`config.mk`:
```
export PLATFORM = sky130hd
export DESIGN_NAME = blk_lock_guard
export DESIGN_NICKNAME = d
export VERILOG_FILES = /design/src/rtl/blk_lock_pkg.sv /design/src/rtl/lock_store.sv /design/src/rtl/access_judge.sv /design/src/rtl/blk_lock_guard.sv
export SDC_FILE = /design/constraint.sdc
export NUM_CORES = 1
export LEC_CHECK = 0
export ABC_AREA = 1
export BUFFER_PORTS_ARGS = -buffer_cell sky130_fd_sc_hd__buf_2
export CAP_MARGIN = 10
export CORE_ASPECT_RATIO = 1.2
export CORE_MARGIN = 2
export CORE_UTILIZATION = 50
export CTS_CLUSTER_DIAMETER = 100
export DETAILED_ROUTE_END_ITERATION = 7
export PLACE_DENSITY_LB_ADDON = 0.08
export SETUP_SLACK_MARGIN = 0.5
export SKIP_LAST_GASP = 1
export SYNTH_ARGS = -nofsm -noshare
export SYNTH_HDL_FRONTEND = slang
export SYNTH_SLANG_ARGS = --single-unit
```
`constraint.sdc`:
```
create_clock -name clk -period 21.4 [get_ports clk]
set_input_delay 5.35 -clock clk [delete_from_list [all_inputs] [get_ports clk]]
set_output_delay 5.35 -clock clk [all_outputs]
set_load 0.05 [all_outputs]
```
`src/rtl/blk_lock_pkg.sv`:
```
package blk_lock_pkg;

  typedef enum logic [1:0] {
    OP_NONE    = 2'b00,
    OP_LOCK    = 2'b01,
    OP_UNLOCK  = 2'b10,
    OP_CLR_ERR = 2'b11
  } lock_op_e;

endpackage

```
`src/rtl/lock_store.sv`:
```
module lock_store #(
  parameter int NBLK  = 512,
  parameter int IDX_W = $clog2(NBLK)
) (
  input  logic             clk,
  input  logic             wr_en,
  input  logic [IDX_W-1:0] wr_idx,
  input  logic             wr_val,
  input  logic [IDX_W-1:0] chk_idx,
  output logic             chk_locked,
  input  logic [IDX_W-1:0] rd_idx,
  output logic             rd_locked
);

  // lock cells model non-volatile storage: no reset, power-up value zero
  logic [NBLK-1:0] bits_q = '0;

  always_ff @(posedge clk) begin
    if (wr_en) bits_q[wr_idx] <= wr_val;
  end

  // request path reads the pre-write value (write lands at the edge)
  assign chk_locked = bits_q[chk_idx];

  always_ff @(posedge clk) begin
    rd_locked <= bits_q[rd_idx];
  end

endmodule

```
`src/rtl/access_judge.sv`:
```
module access_judge (
  input  logic clk,
  input  logic rst,
  input  logic req_valid,
  input  logic locked,
  input  logic override,
  input  logic clr_err,
  output logic grant_o,
  output logic deny_o,
  output logic err_o
);

  logic refuse;
  assign refuse = req_valid && locked && !override;

  always_ff @(posedge clk) begin
    if (rst) begin
      grant_o <= 1'b0;
      deny_o  <= 1'b0;
      err_o   <= 1'b0;
    end else begin
      grant_o <= req_valid && !refuse;
      deny_o  <= refuse;
      if (refuse)       err_o <= 1'b1;
      else if (clr_err) err_o <= 1'b0;
    end
  end

  a_r6_exclusive: assert property (@(posedge clk) disable iff (rst)
    !(grant_o && deny_o));
  a_r6_answer: assert property (@(posedge clk) disable iff (rst)
    req_valid |=> (grant_o || deny_o));
  a_r6_silent: assert property (@(posedge clk) disable iff (rst)
    !req_valid |=> !(grant_o || deny_o));
  a_r5_override: assert property (@(posedge clk) disable iff (rst)
    (req_valid && override) |=> grant_o);
  a_r3_refuse: assert property (@(posedge clk) disable iff (rst)
    (req_valid && locked && !override) |=> deny_o);
  a_r7_set: assert property (@(posedge clk) disable iff (rst)
    deny_o |-> err_o);
  a_r7_hold: assert property (@(posedge clk) disable iff (rst)
    (err_o && !clr_err) |=> err_o);
  a_r8_deny_wins: assert property (@(posedge clk) disable iff (rst)
    (clr_err && refuse) |=> err_o);

endmodule

```
`src/rtl/blk_lock_guard.sv`:
```
module blk_lock_guard #(
  parameter int PAGES         = 16,
  parameter int BLKS_PER_PAGE = 32,
  localparam int NBLK   = PAGES * BLKS_PER_PAGE,
  localparam int PAGE_W = $clog2(PAGES),
  localparam int SUB_W  = $clog2(BLKS_PER_PAGE),
  localparam int IDX_W  = $clog2(NBLK)
) (
  input  logic              clk,
  input  logic              rst,
  input  logic              lock_override,
  input  logic [1:0]        cmd_op,
  input  logic [PAGE_W-1:0] cmd_page,
  input  logic [SUB_W-1:0]  cmd_blk,
  input  logic              req_valid,
  input  logic              req_erase,
  input  logic [PAGE_W-1:0] req_page,
  input  logic [SUB_W-1:0]  req_blk,
  input  logic [PAGE_W-1:0] stat_page,
  input  logic [SUB_W-1:0]  stat_blk,
  output logic              grant,
  output logic              deny,
  output logic              err_flag,
  output logic              stat_locked
);
  import blk_lock_pkg::*;

  function automatic logic [IDX_W-1:0] flat(input logic [PAGE_W-1:0] p,
                                            input logic [SUB_W-1:0] b);
    return IDX_W'(p) * IDX_W'(BLKS_PER_PAGE) + IDX_W'(b);
  endfunction

  lock_op_e op;
  assign op = lock_op_e'(cmd_op);

  logic wr_en, wr_val, clr_err, locked_now;
  assign wr_en   = (op == OP_LOCK) || (op == OP_UNLOCK);
  assign wr_val  = (op == OP_LOCK);
  assign clr_err = (op == OP_CLR_ERR);

  // program and erase follow the same lock rule
  logic unused_kind;
  assign unused_kind = req_erase;

  lock_store #(.NBLK(NBLK), .IDX_W(IDX_W)) u_store (
    .clk        (clk),
    .wr_en      (wr_en),
    .wr_idx     (flat(cmd_page, cmd_blk)),
    .wr_val     (wr_val),
    .chk_idx    (flat(req_page, req_blk)),
    .chk_locked (locked_now),
    .rd_idx     (flat(stat_page, stat_blk)),
    .rd_locked  (stat_locked)
  );

  access_judge u_judge (
    .clk       (clk),
    .rst       (rst),
    .req_valid (req_valid),
    .locked    (locked_now),
    .override  (lock_override),
    .clr_err   (clr_err),
    .grant_o   (grant),
    .deny_o    (deny),
    .err_o     (err_flag)
  );

  a_r9_reset_clears: assert property (@(posedge clk)
    rst |=> !(grant || deny || err_flag));

endmodule

```
**Yosys cells after proc, flatten, opt, wreduce, memory -nomap -nowiden**

Cells that the tools add are included.

- Add/subtract/negate cells: 3
- $lt $le $gt $ge: 4
- Equality and inequality tests: 3
- Mux-type cells: 9
- Reduce and logical (&&, ||, !) cells: 8

Operators with widths:

| cell | count |
|---|---|
| bitwise mux 512 bit | 1 |
| less-than comparator 9 x 10 -> 1 bit (second input constant) | 3 |
| adder 9 x 5 -> 9 bit | 3 |
| binary-select mux 1 bit (select 9 bit) | 2 |
| demux 1 bit (select 9 bit) | 1 |
| greater-or-equal comparator 9 x 1 -> 1 bit (second input constant) | 1 |
| 2-to-1 mux 1 bit | 5 |
| == test 2 bit (second input constant) | 2 |
| logical AND 1 bit | 4 |
| == test 2 x 1 -> 1 bit (second input constant) | 1 |
| logical NOT 1 bit | 2 |
| nonzero test 2 bit | 1 |
| logical OR 1 bit | 1 |

- Flip-flop bits (word level): 516
- Input port bits: 34
- Word-level logic and storage cells: 32

**Logic depth before layout (Yosys ltp)**

Gate-level depths: netlist of run 1.

- Depth in word-level cells: 7
- Gate-level depth with buffers: 17

**By module**

A second synthesis of run 1 with hierarchy kept.

- Cell total of the unflattened synthesis: 3,523
- Area, all modules: 28,741.3 um^2

Modules (own cells, without submodules):

| module | times used | cells an instance | area each (um^2) | sequential area each (um^2) |
|---|---|---|---|---|
| lock_store | 1 | 3,505 | 28,598.7 | 15,394.8 |
| access_judge | 1 | 14 | 110.1 | 60.1 |
| blk_lock_guard | 1 | 4 | 32.5 | 0.0 |

**Worst setup path after synthesis of run 1**

OpenSTA, ideal clock, no wires.

- Path kind: input to register
- From: input port cmd_op[1]
- To: register u_store.bits_q[0] (data pin)
- Setup time: 1,547 ps
- Arrival: 11,911 ps
- Data required time: 19,853 ps
- Setup slack: 7,942 ps
- Cell stages on the path: 2
- Cells stage by stage: inv_1 -> ha_1

- Cells in the longest elaborated chain, start to end: 2

Ends and longest elaborated chain:

| item | line | RTL |
|---|---|---|
| from (decl) | blk_lock_guard.sv:12 | `input logic [1:0] cmd_op,` |
| == test 2 x 1 -> 1 bit | blk_lock_guard.sv:38 | `assign wr_val = (op == OP_LOCK);` |
| net u_store.wr_val | lock_store.sv:8 | `input logic wr_val,` |
| bitwise mux 512 bit | lock_store.sv:19 | `if (wr_en) bits_q[wr_idx] <= wr_val;` |
| to (signal, indexed assignment) | lock_store.sv:19 |  |
| to (decl) | lock_store.sv:16 | `logic [NBLK-1:0] bits_q = '0;` |

The timed path passes the listed nets, and every way through them passes these cells.
A chain may end at the register's enable or synchronous reset.

**Worst setup path in the final report of run 1**

- From: input port stat_blk[0]
- To: register u_store.rd_locked

- Cells in the longest elaborated chain, start to end: 3

Ends and longest elaborated chain:

| item | line | RTL |
|---|---|---|
| from (decl) | blk_lock_guard.sv:20 | `input logic [SUB_W-1:0] stat_blk,` |
| adder 9 x 5 -> 9 bit | blk_lock_guard.sv:30 | `return IDX_W'(p) * IDX_W'(BLKS_PER_PAGE) + IDX_W'(b);` |
| binary-select mux 1 bit (select 9 bit) | lock_store.sv:26 | `rd_locked <= bits_q[rd_idx];` |
| 2-to-1 mux 1 bit (implied by the code) | lock_store.sv:26 |  |
| to (signal assigned) | lock_store.sv:26 |  |
| to (decl) | lock_store.sv:12 | `output logic rd_locked` |

Every way passes these cells. The select of a mux whose other input is x is not followed.

==> flow_summary.ini, run 1 <==
[floorplan]
die_area_mm2 = 0.05742
num_io_pins = 38
initial_core_util_pct = 50.64
die_h_um = 262.1
core_area_mm2 = 0.05481
die_w_um = 219.1
rows = 94

[critical_path]
critPathKind = primary input to register
crit_chain = buf_6, inv_6, buf_4, buf_4, o21ai_0, o22ai_1, nand2_1, nand3_1, nand3_1, nand3_1, nand3_1, nand2_1, nand2_1, nand2_1, nand2_1, nand2_1
cp.arrival_ns = 9.38
cp_max_fo = 99
worst-path-buf-inv = 4
cp-end-kind = register
required_ns = 21.93
crit_family = buffers and inverters
start_kind = primary input
path_common_cell = nand2_1
slowest_stage = buf_4
cp_slowest_stage_delay_ns = 0.89

[pwr]
leakagePower_uw = 0.009803
p_per_area_mw_per_mm2 = 74.85
ir_drop_v = 0.00005339
finalPower_uw = 2217

[sta]
period_share_pct = 41.36
holdWs_ns = 0.4632
tns_ns = 0
worstMarginPinSlew_ns = 1.371
finalMaxSlewViolations = 0
post-route-min-period_ns = 8.850
fin_ws_ns = 12.55
setup_viol_count_final = 0
rsz0062_at_grt = no
finalClockSkew_ns = 0.01198
max_freq_ghz = 0.1130
slew_headroom_pct = 7.891
hold_violations = 0

[clock_tree]
clkSinkCount = 516
post_cts_buffers = 0
numCtsBuffers = 53
cts_root_buffer = clkbuf_16
cts_resized = 0
clk_path_buf_depth = 3
clock_latency_ns = 0.61
cts_tree = done
ctsHoldBuffers = 0
clkSlewWorstSetupHoldPaths_ns = 0.06
htree_levels = 2

[yosys]
synth-edff-count = 512
synth_ff_type = edfxtp_1
synth_simple_gate_area_share_pct = 31.75
synth_cell_types = 19
synth_xor_area_share_pct = 0
synth-async-reset-ratio_pct = 0
synth-seq-cells = 516
syn_avg_cell_area_um2 = 8.246
synth_top_family_by_area = simple AND/OR/NAND/NOR gates
synth_fa_ha_area_share_pct = 0.09016
ys_warn_count = 0
syn_nets = 3402
syn_inst = 3366
synth_compound_area_share_pct = 7.501
synth.area.mux_share_pct = 0
synth-seq-area-share_pct = 55.68
syn-cell-area_mm2 = 0.02776

[placement]
detailedPlace.worstSlack_ns = 12.09
place.gp.congestion = 0.8731
numPortBuffers = 36
place_hpwl_um = 49540

[route]
routedWlPerCell_um = 25.11
drc = 0
wl_um = 99750
initialDrtViolationCount = 4025
dr.pass1.iters = 6
via_count = 25700
detail-route-antenna-nets = 0
via_per_inst = 6.471

[finish]
num-fill-cells = 5071
syn_to_final_growth_pct = 6.721
final_nets = 3245
drive_gt1_share_pct = 5.354

[run]
drv_cap = 0

[global_route]
grt_pass1_vias = 24330
antenna_found_initial = 3
grt_pass1_wl_um = 144600
grt_max_degree = 261
overflow = 0
grt_usage_pct = 34.18

[hold_path]
hold_class = register to register

[status]
outcome = complete, no violations
==> final cells by class <==
class,instances,area [um^2],area share [%]
clock buffer,74,1448,4.887
inverter,33,148.9,0.5027
clock inverter,22,102.6,0.3464
multi-input combinational,2520,10980,37.06
timing repair buffer,85,583.1,1.968
antenna,2,5.005,0.01690
tap,720,900.9,3.041
sequential,516,15450,52.18
==> synthesized netlist by cell type (8+ instances only) <==
master	number	area (um^2)
buf_1	51	191.4
buf_2	87	435.4
buf_4	8	60.06
clkbuf_1	149	559.3
edfxtp_1	512	15370
inv_1	29	108.9
nand2_1	721	2706
nand3_1	622	3113
nor2_1	776	2913
nor3_1	12	60.06
o21ai_0	242	1211
o21ai_1	14	70.07
o22ai_1	128	800.8
==> metrics by stage <==
stage | instance area, um^2 | cells | utilization, %
3_3_place_gp | 28070 | 3874 | 51.21
6_report | 29620 | 3972 | 54.05
2_1_floorplan | 27760 | 3366 | -
4_1_cts | 29620 | 3970 | 54.04
5_1_grt | 29620 | 3970 | 54.04
3_5_place_dp | 28070 | 3874 | 51.21
==> cells in the final DEF (no fill, tap or decap), types with 2 or more instances in the layout <==
cell       count
nand3_1      622
inv_1         27
diode_2        2
o21ai_0      242
nor2_1       776
nand3b_1       2
nor3_1        11
clkinv_2       8
clkbuf_16     55
nand2_2       16
buf_4         51
edfxtp_1     512
dfxtp_1        4
buf_2         31
nand2_1      705
inv_2          2
o22ai_1      128
clkbuf_1      19
o21ai_1       14
clkinv_1      12
inv_6          3
==> registers in the layout, summed over array words and instances (netlist names) <==
register / flops
u_store.bits_q: 512
u_judge.grant_o: 1
u_store.rd_locked: 1
u_judge.err_o: 1
u_judge.deny_o: 1
==> power by group <==
part | total, uW | switching, uW | internal, uW
logic | 245 | 189 | 56.7
registers | 1110 | 0.725 | 1110
clock network | 858 | 389 | 469
total | 2220 | 579 | 1640
==> worst register-to-register path, stage by stage, from the launching register on <==
cell,delay [ns]
edfxtp_1,0.40
nand2_1,0.09
nand3_1,0.10
nand3_1,0.13
nand3_1,0.11
nand3_1,0.22
nand3_1,0.22
nand2_1,0.12
nand2_1,0.05
nand3_1,0.09
nand3_1,0.17
nand4_1,0.17
nand2_1,0.06
==> path summary, 6_finish.rpt <==
path | start | end | slack [ns] | cells after the start
max | stat_blk[0] | u_store.rd_locked | 12.55 | 16
min | u_judge.err_o | u_judge.err_o | 0.46 | 2
max reg2reg | u_store.bits_q[444] | u_judge.err_o | 19.37 | 12
min reg2reg | u_judge.err_o | u_judge.err_o | 0.46 | 2
==> kinds of logic after synthesis <==
logic type      after synthesis
flops                       516
compound gates              384
fa+ha+maj                     2
buf+inv                     330
simple gates               2134
==> layer usage <==
metal	share of wire [%]	routed length, um	global-route usage [%]	up-vias
li1	-	-	-	11190
met1	37	37030	45.23	12380
met2	45	44800	53.23	1797
met3	13	12830	6.771	326
met4	5.1	5073	18.54	2
met5	0.012	12	0	-
Power figures use the tool's default switching activity.
==> inputs of run 2 (changes only) <==
--- a/config.mk
+++ b/config.mk
@@ -5,7 +5,7 @@
 export SDC_FILE = /design/constraint.sdc
 export NUM_CORES = 1
 export LEC_CHECK = 0
-export ABC_AREA = 1
+export ABC_AREA = 0
 export BUFFER_PORTS_ARGS = -buffer_cell sky130_fd_sc_hd__buf_2
 export CAP_MARGIN = 10
 export CORE_ASPECT_RATIO = 1.2
==> constraint.sdc (replaced) <==
create_clock -name clk -period 7.5 [get_ports clk]
set_input_delay 1.875 -clock clk [delete_from_list [all_inputs] [get_ports clk]]
set_output_delay 1.875 -clock clk [all_outputs]
set_load 0.05 [all_outputs]
==> run 2 against run 1 <==
Against the previous run:
- clock power grew to 2.9 times the previous value
- largest cell class unchanged
- design area is 3.4% lower
- setup slack worse by 9.5 ns
- clock-buffer cell count is 5 lower
- wire length is 23% lower
- non-clock buffer count is 13 lower
- power grew to 2.8 times the previous value
- cell count is 36% lower
- via count is 35% lower
- die area is 5.0% lower
- sequential power grew to 2.9 times the previous value
- synthesized area is 5.1% lower
==> flow_summary.ini, run 2 <==
[route]
via_count = 16630
via_per_inst = 6.592
routedWlPerCell_um = 30.32
detail-route-antenna-nets = 0
drc = 0
wl_um = 76500
initialDrtViolationCount = 2044
dr.pass1.iters = 5

[critical_path]
cp_max_fo = 65
start_kind = primary input
critPathKind = primary input to register
cp.arrival_ns = 4.89
required_ns = 7.98
cp-end-kind = register

[floorplan]
rows = 92
initial_core_util_pct = 50.42
core_area_mm2 = 0.05226
die_area_mm2 = 0.05456
die_h_um = 255.5
die_w_um = 213.6
num_io_pins = 38

[placement]
placed_cells = 2428
postPlaceCellArea_mm2 = 0.02707
numPortBuffers = 36
place.gp.congestion = 0.8810
place_hpwl_um = 44040
detailedPlace.worstSlack_ns = 2.291

[global_route]
antenna_found_initial = 2
overflow = 0
grt_usage_pct = 28.61
grt_pass1_wl_um = 111300
grt_pass1_vias = 16840
grt_max_degree = 247

[sta]
period_share_pct = 58.79
rsz0062_at_grt = no
tns_ns = 0
post-route-min-period_ns = 4.410
finalMaxSlewViolations = 0
slew_headroom_pct = 15.93
max_freq_ghz = 0.2268
hold_violations = 0
setup_viol_count_final = 0
finalClockSkew_ns = 0.01518
fin_ws_ns = 3.090
worstMarginPinSlew_ns = 1.257

[pwr]
cell_internal_pwr_uw = 4717
ir_drop_v = 0.0001761
combPwrFrac_pct = 8.4
p_switching_uw = 1442
seqPwrFrac_pct = 51.6
clockPowerShare_pct = 40.0
p_sw_share_pct = 23.41
p_per_area_mw_per_mm2 = 215.2
leakagePower_uw = 0.007734

[yosys]
synth_cell_types = 53
synth.area.top_cells = edfxtp_1 58%, mux4_2 22%, nor2_1 7.6%
synth_ff_type = edfxtp_1
yosys.area.top_type = edfxtp_1
ys_warn_count = 0
synthTopCellsByCount = 533 x nor2_1, 512 x edfxtp_1, 262 x mux4_2
synth-async-reset-ratio_pct = 0
syn_nets = 1853
netlist.area_leader.share_pct = 58.35
synth-edff-count = 512
synth-seq-area-share_pct = 58.65
synth.most_common_cell = nor2_1
syn_avg_cell_area_um2 = 14.50
syn-cell-area_mm2 = 0.02635
syn_inst = 1817
synth-seq-cells = 516

[clock_tree]
clock_latency_ns = 0.60
post_cts_buffers = 0
clk_path_buf_depth = 3
cts_tree = done
cts_root_buffer = clkbuf_16
cts_resized = 0
numCtsBuffers = 53
ctsHoldBuffers = 0
clkSinkCount = 516
clkSlewWorstSetupHoldPaths_ns = 0.06
htree_levels = 2

[run]
drv_cap = 0

[finish]
stdcell_area_mm2 = 0.02862
final_cells = 2523
drive_gt1_share_pct = 23.79
final_nets = 1814
largest_reg_flops = 512
syn_to_final_growth_pct = 8.623
final_cell_mix = 533 x nor2_1, 512 x edfxtp_1, 262 x mux4_2, 62 x nand2_1, 59 x a22oi_1
mostFrequentLayoutCell = nor2_1
num-fill-cells = 4338
largest_register = u_store.bits_q

[status]
outcome = complete, no violations

[hold_path]
hold_class = register to register
==> run 2: cell types whose count changed after synthesis, moves of 36 or more <==
cell,change
nand3_1,-608
o22ai_1,-123
mux2i_1,+36
nand2_1,-647
buf_1,-41
mux4_2,+262
a22oi_1,+59
clkbuf_1,-39
buf_2,-57
o21ai_0,-238
nor2_1,-243
==> run 2: area by class of cell <==
type / instances / area (um^2) / share of cell area, %
Antenna cell: 2 / 5.005 / 0.01749
Clock buffer: 69 / 1386 / 4.844
Clock inverter: 24 / 162.7 / 0.5683
Inverter: 5 / 18.77 / 0.06557
Multi-Input combinational cell: 1130 / 10200 / 35.62
Sequential cell: 516 / 15450 / 54.00
Tap cell: 705 / 882.1 / 3.082
Timing Repair Buffer: 72 / 515.5 / 1.801
==> run 2: per-stage QoR <==
stage                     total power (uW)  utilization, %  hold slack (ns)
after floorplan                       3582               -           0.7472
after global placement                3755           51.79           0.5343
after detailed placement              3759           51.79           0.5292
after CTS                             6188           54.76           0.5384
after global routing                  6319           54.76           0.5769
final                                 6158           54.77           0.5322
==> run 2: worst paths after layout <==
kind                       startpoint                 to  slack (ns)  depth (start not counted)
hold reg to reg         u_judge.err_o      u_judge.err_o        0.53                          2
setup reg to reg  u_store.bits_q[242]  u_store.rd_locked        4.85                          7
hold / removal          u_judge.err_o      u_judge.err_o        0.53                          2
setup / recovery          stat_blk[0]  u_store.rd_locked        3.09                         10
==> run 2: cells by family after synthesis <==
family	synth area share [%]
buffers and inverters	2.906
adders and majority gates	0.09496
muxes	23.98
DFF	58.65
and+or+nand+nor	10.43
AOI/OAI and AO/OA	3.941
==> run 2: power by group through the flow <==
stage	logic [uW]	clock network (uW)	registers, uW
after floorplan	327	0	3260
after global placement	517	0	3240
after detailed placement	520	0	3240
after CTS	521	2490	3180
after global routing	545	2600	3180
final	519	2460	3180
==> run 2: metal layers <==
layer | part of all wire [%] | wire length (um) | vias to the layer above | track usage, %
met1 | 39 | 29560 | 8791 | 38.24
met2 | 50 | 38030 | 718 | 47.27
met4 | 4.4 | 3374 | 2 | 11.59
met5 | 0.018 | 14 | - | 0
li1 | - | - | 6943 | -
met3 | 7.2 | 5526 | 177 | 4.081
==> run 2: worst max-delay path, cell delays in order <==
cell      delay [ns]
clkbuf_8        0.61
buf_12          0.43
buf_4           0.44
mux4_2          0.55
a22oi_1         0.26
a21oi_1         0.19
a21oi_1         0.15
a21oi_1         0.08
a31oi_1         0.14
a31oi_1         0.11
